**src/rtl/crc_pkg.sv**
```systemverilog
// crc_pkg: shared types, register offsets and pure helper functions of the
// CRC engine. Assumes a 32-bit data bus; offsets are byte addresses.
package crc_pkg;

    localparam int DATA_W = 32;
    localparam int LANES  = DATA_W / 8;
    localparam int NPOLY  = 4;

    localparam logic [7:0] OFF_CTRL = 8'h00;
    localparam logic [7:0] OFF_SET  = 8'h04;
    localparam logic [7:0] OFF_CLR  = 8'h08;
    localparam logic [7:0] OFF_DATA = 8'h10;
    localparam logic [7:0] OFF_RREV = 8'h20;

    // Stored control fields (the seed-load request is never stored).
    typedef struct packed {
        logic [1:0] order;
        logic       mirror;
        logic       force_byte;
        logic [1:0] poly;
        logic       enable;
        logic       seed_one;
    } ctrl_t;

    // Generator polynomial for each select code.
    function automatic logic [31:0] poly_value(input logic [1:0] sel);
        case (sel)
            2'd0:    return 32'h04C1_1DB7;
            2'd1:    return 32'h0000_1021;
            2'd2:    return 32'h0000_3D65;
            default: return 32'h0000_8005;
        endcase
    endfunction

    // True when the select code names the 32-bit polynomial.
    function automatic logic poly_wide(input logic [1:0] sel);
        return sel == 2'd0;
    endfunction

    // Mirror the bit order of one byte.
    function automatic logic [7:0] rev8(input logic [7:0] b);
        logic [7:0] r;
        for (int i = 0; i < 8; i++) r[i] = b[7-i];
        return r;
    endfunction

    // Mirror a 32-bit value.
    function automatic logic [31:0] rev32(input logic [31:0] v);
        logic [31:0] r;
        for (int i = 0; i < 32; i++) r[i] = v[31-i];
        return r;
    endfunction

endpackage

```
**src/rtl/crc_ctrl_regs.sv**
```systemverilog
// crc_ctrl_regs: holds the control fields and applies direct, set and clear
// writes lane by lane. Flags a seed load when a write leaves the request bit
// at 1. Assumes at most one of the three write strobes is high per cycle.
module crc_ctrl_regs
    import crc_pkg::*;
(
    input  logic        clk,
    input  logic        rst_n,
    input  logic        wr_direct,
    input  logic        wr_set,
    input  logic        wr_clr,
    input  logic [1:0]  lane_en,
    input  ctrl_t       wfield,
    input  logic        wseed_req,
    output ctrl_t       ctrl_q,
    output ctrl_t       ctrl_d,
    output logic        seed_load
);

    localparam int LO_W = 6;   // seed_one, enable, poly live in lane 0
    localparam int HI_W = 4;   // force_byte, mirror, order live in lane 1

    logic [LO_W-1:0] lo_q, lo_w, lo_n;
    logic [HI_W-1:0] hi_q, hi_w, hi_n;

    assign lo_q = {2'b00, ctrl_q.poly, ctrl_q.enable, ctrl_q.seed_one};
    assign lo_w = {2'b00, wfield.poly, wfield.enable, wfield.seed_one};
    assign hi_q = {ctrl_q.order, ctrl_q.mirror, ctrl_q.force_byte};
    assign hi_w = {wfield.order, wfield.mirror, wfield.force_byte};

    // Next value of the lane-0 fields under the active write flavour.
    always_comb begin
        lo_n = lo_q;
        if (lane_en[0]) begin
            if (wr_direct)   lo_n = lo_w;
            else if (wr_set) lo_n = lo_q | lo_w;
            else if (wr_clr) lo_n = lo_q & ~lo_w;
        end
    end

    // Next value of the lane-1 fields under the active write flavour.
    always_comb begin
        hi_n = hi_q;
        if (lane_en[1]) begin
            if (wr_direct)   hi_n = hi_w;
            else if (wr_set) hi_n = hi_q | hi_w;
            else if (wr_clr) hi_n = hi_q & ~hi_w;
        end
    end

    // Reassemble the next control value and decide on a seed load.
    always_comb begin
        ctrl_d            = '0;
        ctrl_d.seed_one   = lo_n[0];
        ctrl_d.enable     = lo_n[1];
        ctrl_d.poly       = lo_n[3:2];
        ctrl_d.force_byte = hi_n[0];
        ctrl_d.mirror     = hi_n[1];
        ctrl_d.order      = hi_n[3:2];
        seed_load         = lane_en[0] && wseed_req && (wr_direct || wr_set);
    end

    // Control register with synchronous reset.
    always_ff @(posedge clk) begin
        if (!rst_n) ctrl_q <= '0;
        else        ctrl_q <= ctrl_d;
    end

endmodule

```
**src/rtl/crc_input_fmt.sv**
```systemverilog
// crc_input_fmt: turns one bus write into the bit stream for the CRC. It
// picks word or byte width, reorders the bytes of a word, then mirrors each
// byte if asked. A byte result sits in bits 7:0. Purely combinational.
module crc_input_fmt
    import crc_pkg::*;
(
    input  logic [DATA_W-1:0] wdata,
    input  logic [LANES-1:0]  be,
    input  logic              force_byte,
    input  logic [1:0]        order,
    input  logic              mirror,
    output logic [DATA_W-1:0] fmt_data,
    output logic              is_byte,
    output logic              any_lane
);

    logic [7:0]        lane   [LANES];
    logic [7:0]        picked;
    logic [DATA_W-1:0] ordered, pre_mirror, mirrored;

    // Split the bus word into byte lanes.
    for (genvar g = 0; g < LANES; g++) begin : g_split
        assign lane[g] = wdata[8*g +: 8];
    end

    // Choose the lane of the lowest set byte enable.
    always_comb begin
        picked = lane[0];
        for (int i = LANES - 1; i >= 0; i--) begin
            if (be[i]) picked = lane[i];
        end
    end

    // Width decision: a full word only with every enable and no forcing.
    always_comb begin
        any_lane = |be;
        is_byte  = force_byte || (be != {LANES{1'b1}});
    end

    // Byte reordering of a full word.
    always_comb begin
        case (order)
            2'd1:    ordered = {lane[2], lane[3], lane[0], lane[1]};
            2'd2:    ordered = {lane[0], lane[1], lane[2], lane[3]};
            default: ordered = wdata;
        endcase
    end

    // Stage ahead of the mirror: reordered word or the single picked byte.
    assign pre_mirror = is_byte ? {{(DATA_W-8){1'b0}}, picked} : ordered;

    // Per-byte bit mirroring after reordering.
    for (genvar g = 0; g < LANES; g++) begin : g_mirror
        assign mirrored[8*g +: 8] = rev8(pre_mirror[8*g +: 8]);
    end

    assign fmt_data = mirror ? mirrored : pre_mirror;

endmodule

```
**src/rtl/crc_fold.sv**
```systemverilog
// crc_fold: computes the next remainder for each polynomial in parallel and
// selects one. The data enters MSB first: 32 bits for a word, bits 7:0 for a
// byte. In 16-bit modes only the low half of the remainder takes part.
module crc_fold
    import crc_pkg::*;
(
    input  logic [DATA_W-1:0] crc_cur,
    input  logic [DATA_W-1:0] din,
    input  logic              is_byte,
    input  logic [1:0]        sel,
    output logic [DATA_W-1:0] crc_next
);

    // Serial-equivalent update unrolled over the data bits.
    function automatic logic [31:0] fold_bits(input logic [31:0] c,
                                              input logic [31:0] d,
                                              input logic        byte_only,
                                              input logic        wide,
                                              input logic [31:0] poly);
        logic [31:0] r;
        logic        fb;
        r = wide ? c : {16'h0000, c[15:0]};
        for (int i = 31; i >= 0; i--) begin
            if (!byte_only || i < 8) begin
                fb = (wide ? r[31] : r[15]) ^ d[i];
                r  = {r[30:0], 1'b0};
                if (!wide) r[31:16] = 16'h0000;
                if (fb) r = r ^ poly;
            end
        end
        return r;
    endfunction

    logic [DATA_W-1:0] cand [NPOLY];

    // One update network per polynomial.
    for (genvar g = 0; g < NPOLY; g++) begin : g_poly
        localparam logic [1:0]  SEL_G  = 2'(g);
        localparam logic [31:0] POLY_G = poly_value(SEL_G);
        localparam logic        WIDE_G = poly_wide(SEL_G);
        assign cand[g] = fold_bits(crc_cur, din, is_byte, WIDE_G, POLY_G);
    end

    assign crc_next = cand[sel];

endmodule

```
**src/rtl/crc_engine.sv**
```systemverilog
// crc_engine: top level. Decodes the bus, holds the remainder, and drives the
// read mux. Assumes a seed load and a data write never share a cycle (they
// use different offsets). Reads are combinational from addr.
module crc_engine
    import crc_pkg::*;
#(
    parameter int ADDR_W = 6
) (
    input  logic              clk,
    input  logic              rst_n,
    input  logic              wr_en,
    input  logic [3:0]        wr_be,
    input  logic [ADDR_W-1:0] addr,
    input  logic [31:0]       wdata,
    output logic [31:0]       rdata
);

    localparam logic [ADDR_W-1:0] A_CTRL = ADDR_W'(OFF_CTRL);
    localparam logic [ADDR_W-1:0] A_SET  = ADDR_W'(OFF_SET);
    localparam logic [ADDR_W-1:0] A_CLR  = ADDR_W'(OFF_CLR);
    localparam logic [ADDR_W-1:0] A_DATA = ADDR_W'(OFF_DATA);
    localparam logic [ADDR_W-1:0] A_RREV = ADDR_W'(OFF_RREV);

    ctrl_t             ctrl_q, ctrl_d, wfield;
    logic              seed_load;
    logic              wr_direct, wr_set, wr_clr, wr_data;
    logic [DATA_W-1:0] fmt_data, crc_q, crc_next, crc_view;
    logic              is_byte, any_lane;

    // Address decode of the write strobe.
    always_comb begin
        wr_direct = wr_en && (addr == A_CTRL);
        wr_set    = wr_en && (addr == A_SET);
        wr_clr    = wr_en && (addr == A_CLR);
        wr_data   = wr_en && (addr == A_DATA);
    end

    // Map the write data bits onto control fields.
    always_comb begin
        wfield            = '0;
        wfield.seed_one   = wdata[1];
        wfield.enable     = wdata[2];
        wfield.poly       = wdata[5:4];
        wfield.force_byte = wdata[8];
        wfield.mirror     = wdata[9];
        wfield.order      = wdata[11:10];
    end

    crc_ctrl_regs u_ctrl (
        .clk       (clk),
        .rst_n     (rst_n),
        .wr_direct (wr_direct),
        .wr_set    (wr_set),
        .wr_clr    (wr_clr),
        .lane_en   (wr_be[1:0]),
        .wfield    (wfield),
        .wseed_req (wdata[0]),
        .ctrl_q    (ctrl_q),
        .ctrl_d    (ctrl_d),
        .seed_load (seed_load)
    );

    crc_input_fmt u_fmt (
        .wdata      (wdata),
        .be         (wr_be),
        .force_byte (ctrl_q.force_byte),
        .order      (ctrl_q.order),
        .mirror     (ctrl_q.mirror),
        .fmt_data   (fmt_data),
        .is_byte    (is_byte),
        .any_lane   (any_lane)
    );

    crc_fold u_fold (
        .crc_cur  (crc_q),
        .din      (fmt_data),
        .is_byte  (is_byte),
        .sel      (ctrl_q.poly),
        .crc_next (crc_next)
    );

    // Remainder register: seed load, gated data update, or hold.
    always_ff @(posedge clk) begin
        if (!rst_n)
            crc_q <= '0;
        else if (seed_load)
            crc_q <= ctrl_d.seed_one ? {DATA_W{1'b1}} : '0;
        else if (wr_data && any_lane && ctrl_q.enable)
            crc_q <= crc_next;
    end

    // Remainder limited to the active polynomial width.
    assign crc_view = poly_wide(ctrl_q.poly) ? crc_q : {16'h0000, crc_q[15:0]};

    // Read mux over the mapped offsets.
    always_comb begin
        rdata = '0;
        if (addr == A_CTRL || addr == A_SET || addr == A_CLR) begin
            rdata[1]     = ctrl_q.seed_one;
            rdata[2]     = ctrl_q.enable;
            rdata[5:4]   = ctrl_q.poly;
            rdata[8]     = ctrl_q.force_byte;
            rdata[9]     = ctrl_q.mirror;
            rdata[11:10] = ctrl_q.order;
        end else if (addr == A_DATA) begin
            rdata = crc_view;
        end else if (addr == A_RREV) begin
            rdata = poly_wide(ctrl_q.poly) ? rev32(crc_q)
                                           : {16'h0000, rev32(crc_view)[31:16]};
        end
    end

endmodule

```
**config.mk**
```make
export PLATFORM = sky130hd
export DESIGN_NAME = crc_engine
export DESIGN_NICKNAME = d
export VERILOG_FILES = /design/src/rtl/crc_pkg.sv /design/src/rtl/crc_ctrl_regs.sv /design/src/rtl/crc_input_fmt.sv /design/src/rtl/crc_fold.sv /design/src/rtl/crc_engine.sv
export SDC_FILE = /design/constraint.sdc
export NUM_CORES = 1
export LEC_CHECK = 0
export BUFFER_PORTS_ARGS = -buffer_cell sky130_fd_sc_hd__clkbuf_2
export CAP_MARGIN = 40
export CORE_MARGIN = 2
export CORE_UTILIZATION = 65
export CTS_CLUSTER_DIAMETER = 100
export CTS_CLUSTER_SIZE = 24
export DETAILED_ROUTE_END_ITERATION = 16
export MAX_ROUTING_LAYER = met4
export PLACE_DENSITY = 0.95
export SYNTH_ARGS = -nofsm -noshare
export SYNTH_HDL_FRONTEND = slang
export SYNTH_SLANG_ARGS = --single-unit
```
**constraint.sdc**
```tcl
create_clock -name clk -period 10.55 [get_ports clk]
set_input_delay 1.5825 -clock clk [delete_from_list [all_inputs] [get_ports clk]]
set_output_delay 1.5825 -clock clk [all_outputs]
set_load 0.01 [all_outputs]
```
==> impl_results.md, run 1 <==
- Status: finished clean
- Gates resized, CTS repair: 0
- Setup_tns: 0 ps
- Worst-Skew Late Latency: roughly 310 ps
- CP max stage cell: mux4_2
- Largest net degree at the start of global routing: 72
- Nets: between 1500 and 2000
- CP endpoint kind: register
- Max-slew headroom: between 30 and 40%
- Pre-CTS WS: 964 ps
- N_diodes: 0
- Row count: 51
- Synth Cell Area: about 0.013 sq mm
- Final Total Pwr: 1.52 mW
- Top cells by area, synth: xnor2_1 (30%), xor2_1 (12%), xnor3_1 (7.1%)
- Initial DRC Count: 1734
- Syn Area/Cell: about 8.0 sq um
- Setup-failing EPs final: 0
- Netlist cell types: 80
- Crit path launch type: primary input
- # clock sinks: 40
- Via Count: approximately 13000
- First-pass GRT wire length: between 70 and 80 mm
- Synth Instances: 1620
- Switching pwr: about 0.7 mW
- Drt drc: 0
- Reg clk slew, reported paths: 70 ps
- Layout area overhead: 6.53%
- Synth warnings: 0
- R2R setup slack: between 1000 and 1500 ps
- Overflow after GRT: 0
- Post-CTS Setup Inserts: 0
- Pwr/cell area: between 100 and 150 mW/mm^2
- CP peak stage delay: about 500 ps
- Synth Area in Compound Gates: 17.9%
- Simple-gate area share of the yosys netlist: around 11%
- Die area: 0.0210 sq mm
- Hold Vio Cnt, Final: 0
- Net Sw Frac: 47.2%
- Part of the power in registers: 10.0%
- Share of layout cells above drive strength 1: between 10% and 20%
- Final wirelength: 46.6 mm
- Core region area: 0.0195 sq mm
- Wirelength per Cell: between 20 and 25 um
- # IOs: between 70 and 80
- CTS HTree Levels: 2
- Crit path DAT: just under 10000 ps
- Critical path type: primary input to register
- Via density: between 6 and 7
- GRT Util Overall: roughly 44%
- Hold crit path type: register to register
- HPWL after DPL: approximately 36 mm
- Number of synthesized flops with an enable pin: 0
- Syn nets: around 1700
- Worst Slack Setup Final: 1100 ps
- Synth Area in XOR/XNOR: a little over half
- Most common cell after layout, fill and taps aside: xnor2_1
- Synth top area share: between 30 and 40%
- Adder-cell share of the synthesized area: 0.194%
- Largest family of logic cells by synthesized area: XOR/XNOR gates
- Worst-Margin Slew: between 900 and 1000 ps
- Multiplexer share of the synthesized area: under 10%
- Slew Limit Fails: 0
- CTS Buffer Depth: 2
- Initial Util: between 60% and 70%
- CTS tree: done
- Vias in the first global route: ~12000
- Maximum VDD drop: between 0.00007 and 0.00008 V
- Initial antenna violation count: 0
- Register area share after synthesis: ~6.2%
- Area leader, netlist: xnor2_1
- Overall die width: between 100 and 150 um
- Most frequent cells in the layout: xnor2_1 (447), xor2_1 (177), nand2_1 (137), a21oi_1 (119), nor2_1 (117)
- # hold bufs at CTS: 0
- P_int: approximately 0.80 mW
- Logic pwr share: between 70% and 80%
- Critical Path RT: ~11000 ps
- Maxcap violations: 0
- Buffers on Ports: 76
- Unrepaired setup endpoints after global routing: false
- Synthesized flop and latch total: 40
- Clk pwr share: between 10% and 20%
- Fraction of registers with async set/reset: 0%
- Vert. Die Dim: 145 um
- Fin crit share: 89.6%
- DRT Pass-1 Iters: 6
- Fin Clk Skew: a little under 7 ps
- P_leak: 5.16 nW
- Min cycle time layout: around 9400 ps
- Most common flop cell mapped by yosys: dfxtp_1
- CTS Buf Count: 5
- GP Congestion: between 1 and 1.5
- CP max FO: 7
- Fmax: 106 MHz
- Antenna Nets Post-Route: 0
- Root Buffer: clkbuf_16
sequential cells by signal, indices dropped and copies added (netlist names), named ones only:
register       count
crc_q             32
u_ctrl.ctrl_q      4
area by class of cell:
type | instances | area [sq um]
clock buffer | 5 | 125
clock inverter | 3 | 42.5
fill | 1568 | 5690
inverter | 15 | 56.3
multi-input combinational | 1458 | 11600
sequential | 40 | 802
tap | 265 | 332
timing repair buffer | 129 | 786
worst max-delay path: cells and delay by family:
family                    cells  cell delay [ps]
AOI/OAI and AO/OA             4              940
xor gates and xnor gates     14             5160
buffers and inverters         1              170
muxes                         2              920
and+or+nand+nor               5              840
logic make-up (layout without fill, tap and decap cells):
| kind of cell | count (synthesis) | after routing |
|---|---|---|
| AND/OR/NAND/NOR | 332 | 332 |
| XOR/XNOR | 697 | 697 |
| buffers and inverters | 122 | 152 |
| flip-flops | 40 | 40 |
| multiplexers | 63 | 63 |
| adder cells (fa/ha/maj) | 2 | 2 |
| AO/OA/AOI/OAI | 364 | 364 |
worst paths after layout:
path	startpoint	endpoint	depth (start not counted)
min reg2reg	register	register	2
max	wdata[4]	crc_q[10]	26
max reg2reg	register	crc_q[10]	28
min	register	register	2
per-layer routing:
layer / routed length, um / GRT usage, % / vias up
met5: 0 / - / -
met4: 2740 / 22.6 / 0
met2: 20100 / 65.0 / 951
li1: - / - / 5569
met1: 17600 / 56.4 / 5877
met3: 6190 / 11.3 / 219
cells in the mapped netlist, types with 4 or more instances:
master / n
a211o_1: 4
a211oi_1: 8
a21oi_1: 119
a21oi_2: 4
a221o_1: 8
a221oi_1: 8
a22o_1: 33
a22oi_1: 15
a31oi_1: 4
and2_1: 12
and3_1: 5
buf_1: 24
buf_2: 12
buf_4: 5
clkbuf_1: 63
dfxtp_1: 40
inv_1: 14
mux2i_1: 43
mux4_2: 15
nand2_1: 137
nand3_1: 13
nand4_1: 4
nor2_1: 118
nor3_1: 12
nor3b_1: 6
o211ai_1: 5
o21ai_0: 96
o21ai_1: 12
o221ai_1: 11
o22ai_1: 4
or2_2: 4
or3_1: 4
xnor2_1: 447
xnor2_2: 15
xnor3_1: 41
xor2_1: 177
xor2_2: 6
xor3_1: 7
power groups by stage:
stage	clock, mW	sequential, mW	combinational (mW)
2_1_floorplan	0	0.155	0.909
3_3_place_gp	0	0.156	1.13
3_5_place_dp	0	0.156	1.15
4_1_cts	0.188	0.153	1.16
5_1_grt	0.194	0.153	1.25
6_report	0.190	0.153	1.18
through the flow:
step,hold slack [ps],util [%],area [sq um],std cells
after floorplan,476,-,12900,1620
after global placement,504,69.8,13600,1904
after detailed placement,521,69.9,13600,1907
after CTS,532,70.8,13800,1915
after global routing,577,70.8,13800,1915
final,533,70.8,13800,1915
Note: power is estimated with default switching activity, not from simulation.
==> run 2: changes to the inputs <==
--- a/config.mk
+++ b/config.mk
@@ -13,7 +13,7 @@
 export CTS_CLUSTER_SIZE = 24
 export DETAILED_ROUTE_END_ITERATION = 16
 export MAX_ROUTING_LAYER = met4
-export PLACE_DENSITY = 0.95
+export PLACE_DENSITY_LB_ADDON = 0.12
 export SYNTH_ARGS = -nofsm -noshare
 export SYNTH_HDL_FRONTEND = slang
 export SYNTH_SLANG_ARGS = --single-unit
==> run 2 against run 1 <==
Against the previous run: flip-flop and latch count stayed put; worst hold slack improved by 52 ps; maximum frequency up 1.7%; cell count up 0.26%; critical endpoint is now crc_q[8]; highest routed layer unchanged.
==> impl_results.md, run 2 (synthesis results as in run 1) <==
- Die area: 0.0210 sq mm (unchanged)
- Nets: 1701 (+0.29%)
- Most common cell after layout, fill and taps aside: xnor2_1
- Pwr/cell area: 109 mW/mm^2 (-1.3%)
- Post-DP Area: 0.0136 sq mm (+0.22%)
- CP max FO: 19 (+12)
- Critical Path RT: 10800 ps (+90 ps)
- Max-slew headroom: 35.6% (+1.3 points)
- Hold Vio Cnt, Final: 0 (unchanged)
- Crit path DAT: 9540 ps (-70 ps)
- Initial antenna violation count: 0 (unchanged)
- Row count: 51 (unchanged)
- Setup-failing EPs final: 0 (unchanged)
- Min cycle time layout: 9290 ps (-156 ps)
- Overall die width: 145 um (unchanged)
- Root Buffer: clkbuf_16
- Slew Limit Fails: 0 (unchanged)
- R2R depth: 28 (unchanged)
- Worst-Margin Slew: 959 ps (+0.338 ps)
- Clk pwr share: 12.9% (+0.4 points)
- Fmax: 108 MHz (+1.7%)
- Initial Util: 66.4% (unchanged)
- CTS tree: done
- GP Congestion: 1.04 (-2.0%)
- P_leak: 5.19 nW (+0.55%)
- Unrepaired setup endpoints after global routing: false
- Critical path type: primary input to register
- CTS Buf Count: 5 (unchanged)
- Via density: 6.48 (-1.7%)
- Share of layout cells above drive strength 1: 12.6% (+0.26 points)
- Via Count: 12400 (-1.4%)
- Setup_tns: 0 ps (unchanged)
- CP peak stage delay: 770 ps (+260 ps)
- Hold crit path type: register to register
- RR Endpoint: crc_q[10]
- Core region area: 0.0195 sq mm (unchanged)
- Largest net degree at the start of global routing: 66 (-8.3%)
- Fin crit share: 88.1% (-1.5 points)
- Inst Count DP: 1912 (+0.26%)
- Hold depth: 2 (unchanged)
- Initial DRC Count: 1492 (-14%)
- GRT Util Overall: 44.1% (-0.20 points)
- Reg clk slew, reported paths: 90 ps (+20 ps)
- Vias in the first global route: 11500 (-3.4%)
- # clock sinks: 40 (unchanged)
- CP endpoint kind: register
- Switching pwr: 0.704 mW (-2.1%)
- Cell mode on critical path: xor2_1
- # IOs: 77 (unchanged)
- Fin Clk Skew: 18.0 ps (+11.0 ps)
- Max reg flops: 32 (unchanged)
- Drt drc: 0 (unchanged)
- R2R setup slack: 1620 ps (+220 ps)
- Buffers on Ports: 76 (unchanged)
- Overflow after GRT: 0 (unchanged)
- Crit path launch type: primary input
- Post-CTS Setup Inserts: 0 (unchanged)
- N_diodes: 0 (unchanged)
- Most frequent cells in the layout: xnor2_1 (447), xor2_1 (177), nand2_1 (137), a21oi_1 (119), nor2_1 (117)
- Antenna Nets Post-Route: 0 (unchanged)
- Worst Setup SP: wr_be[2]
- CTS HTree Levels: 2 (unchanged)
- Vert. Die Dim: 145 um (unchanged)
- Maxcap violations: 0 (unchanged)
- Part of the power in registers: 10.1% (about the same)
- Logic pwr share: 76.9% (-0.6 points)
- CTS Buffer Depth: 2 (unchanged)
- CP max stage cell: xnor2_1
- First-pass GRT wire length: 69.6 mm (-1.3%)
- Worst-Skew Late Latency: 320 ps (about the same)
- Finished Cell Area: 0.0138 sq mm (+0.25%)
- Final Total Pwr: 1.51 mW (-1.1%)
- P_int: 0.803 mW (-0.16%)
- Gates resized, CTS repair: 0 (unchanged)
- HPWL after DPL: 35.8 mm (-1.0%)
- Status: finished clean
- Post-layout instance count excluding filler cells: 1920 (+0.26%)
- Maximum VDD drop: 0.0000913 V (+27%)
- DRT Pass-1 Iters: 5 (-1)
- Wirelength per Cell: 24.3 um (-0.35%)
- Largest regs: crc_q (32), u_ctrl.ctrl_q (4)
- Reg with most FFs: crc_q
- # hold bufs at CTS: 0 (unchanged)
- Net Sw Frac: 46.7% (-0.48 points)
- Final wirelength: 46.6 mm (about the same)
- Layout area overhead: 6.80%
==> run 2: changes by cell type in the layout (fill, tap and decap cells not counted) <==
cell	change
buf_4	+6
buf_8	-1
clkinv_2	-1
clkinv_4	+2
clkinvlp_4	-1
==> run 2: worst max-delay path by stage <==
stage | slack (ps) | endpoint
after floorplan | 2030 | crc_q[8]
after global placement | 1000 | crc_q[8]
after detailed placement | 1070 | crc_q[8]
after CTS | 1380 | crc_q[8]
after global routing | 710 | crc_q[10]
final | 1260 | crc_q[8]
==> run 2: layout make-up <==
class,count,area (sq um)
multi-input cells,1458,11600
fillers,1689,5650
repair buffers,134,816
flip-flops and latches,40,802
well taps,265,332
clock buffers,5,125
inverters,15,56.3
clock inverters,3,47.5
==> run 2: worst max-delay path, delay by kind of cell <==
| kind | cells | cell delay [ps] |
|---|---|---|
| AO/OA/AOI/OAI | 6 | 1600 |
| XOR/XNOR | 13 | 4700 |
| AND/OR/NAND/NOR | 5 | 840 |
| buffers and inverters | 3 | 800 |
==> run 2: layer usage <==
metal / routed length [um] / part of all wire (%) / global-route usage [%]
met5: 0 / 0 / -
met2: 20000 / 43 / 64.9
met3: 5610 / 12 / 8.40
met4: 2440 / 5.2 / 18.9
met1: 18500 / 40 / 59.2
==> run 2: power groups by stage <==
stage | registers (mW) | clock network (mW) | logic (mW)
final | 0.153 | 0.195 | 1.16
after floorplan | 0.155 | 0 | 0.909
after global placement | 0.156 | 0 | 1.12
after CTS | 0.153 | 0.192 | 1.14
after global routing | 0.153 | 0.196 | 1.23
after detailed placement | 0.156 | 0 | 1.13
==> run 2: per-stage QoR <==
step	setup slack, ps	util (%)	hold WS [ps]
6_report	1260	71.0	585
5_1_grt	712	71.0	615
4_1_cts	1380	71.0	561
3_5_place_dp	1070	70.1	549
3_3_place_gp	1000	70.0	531
2_1_floorplan	2030	-	476
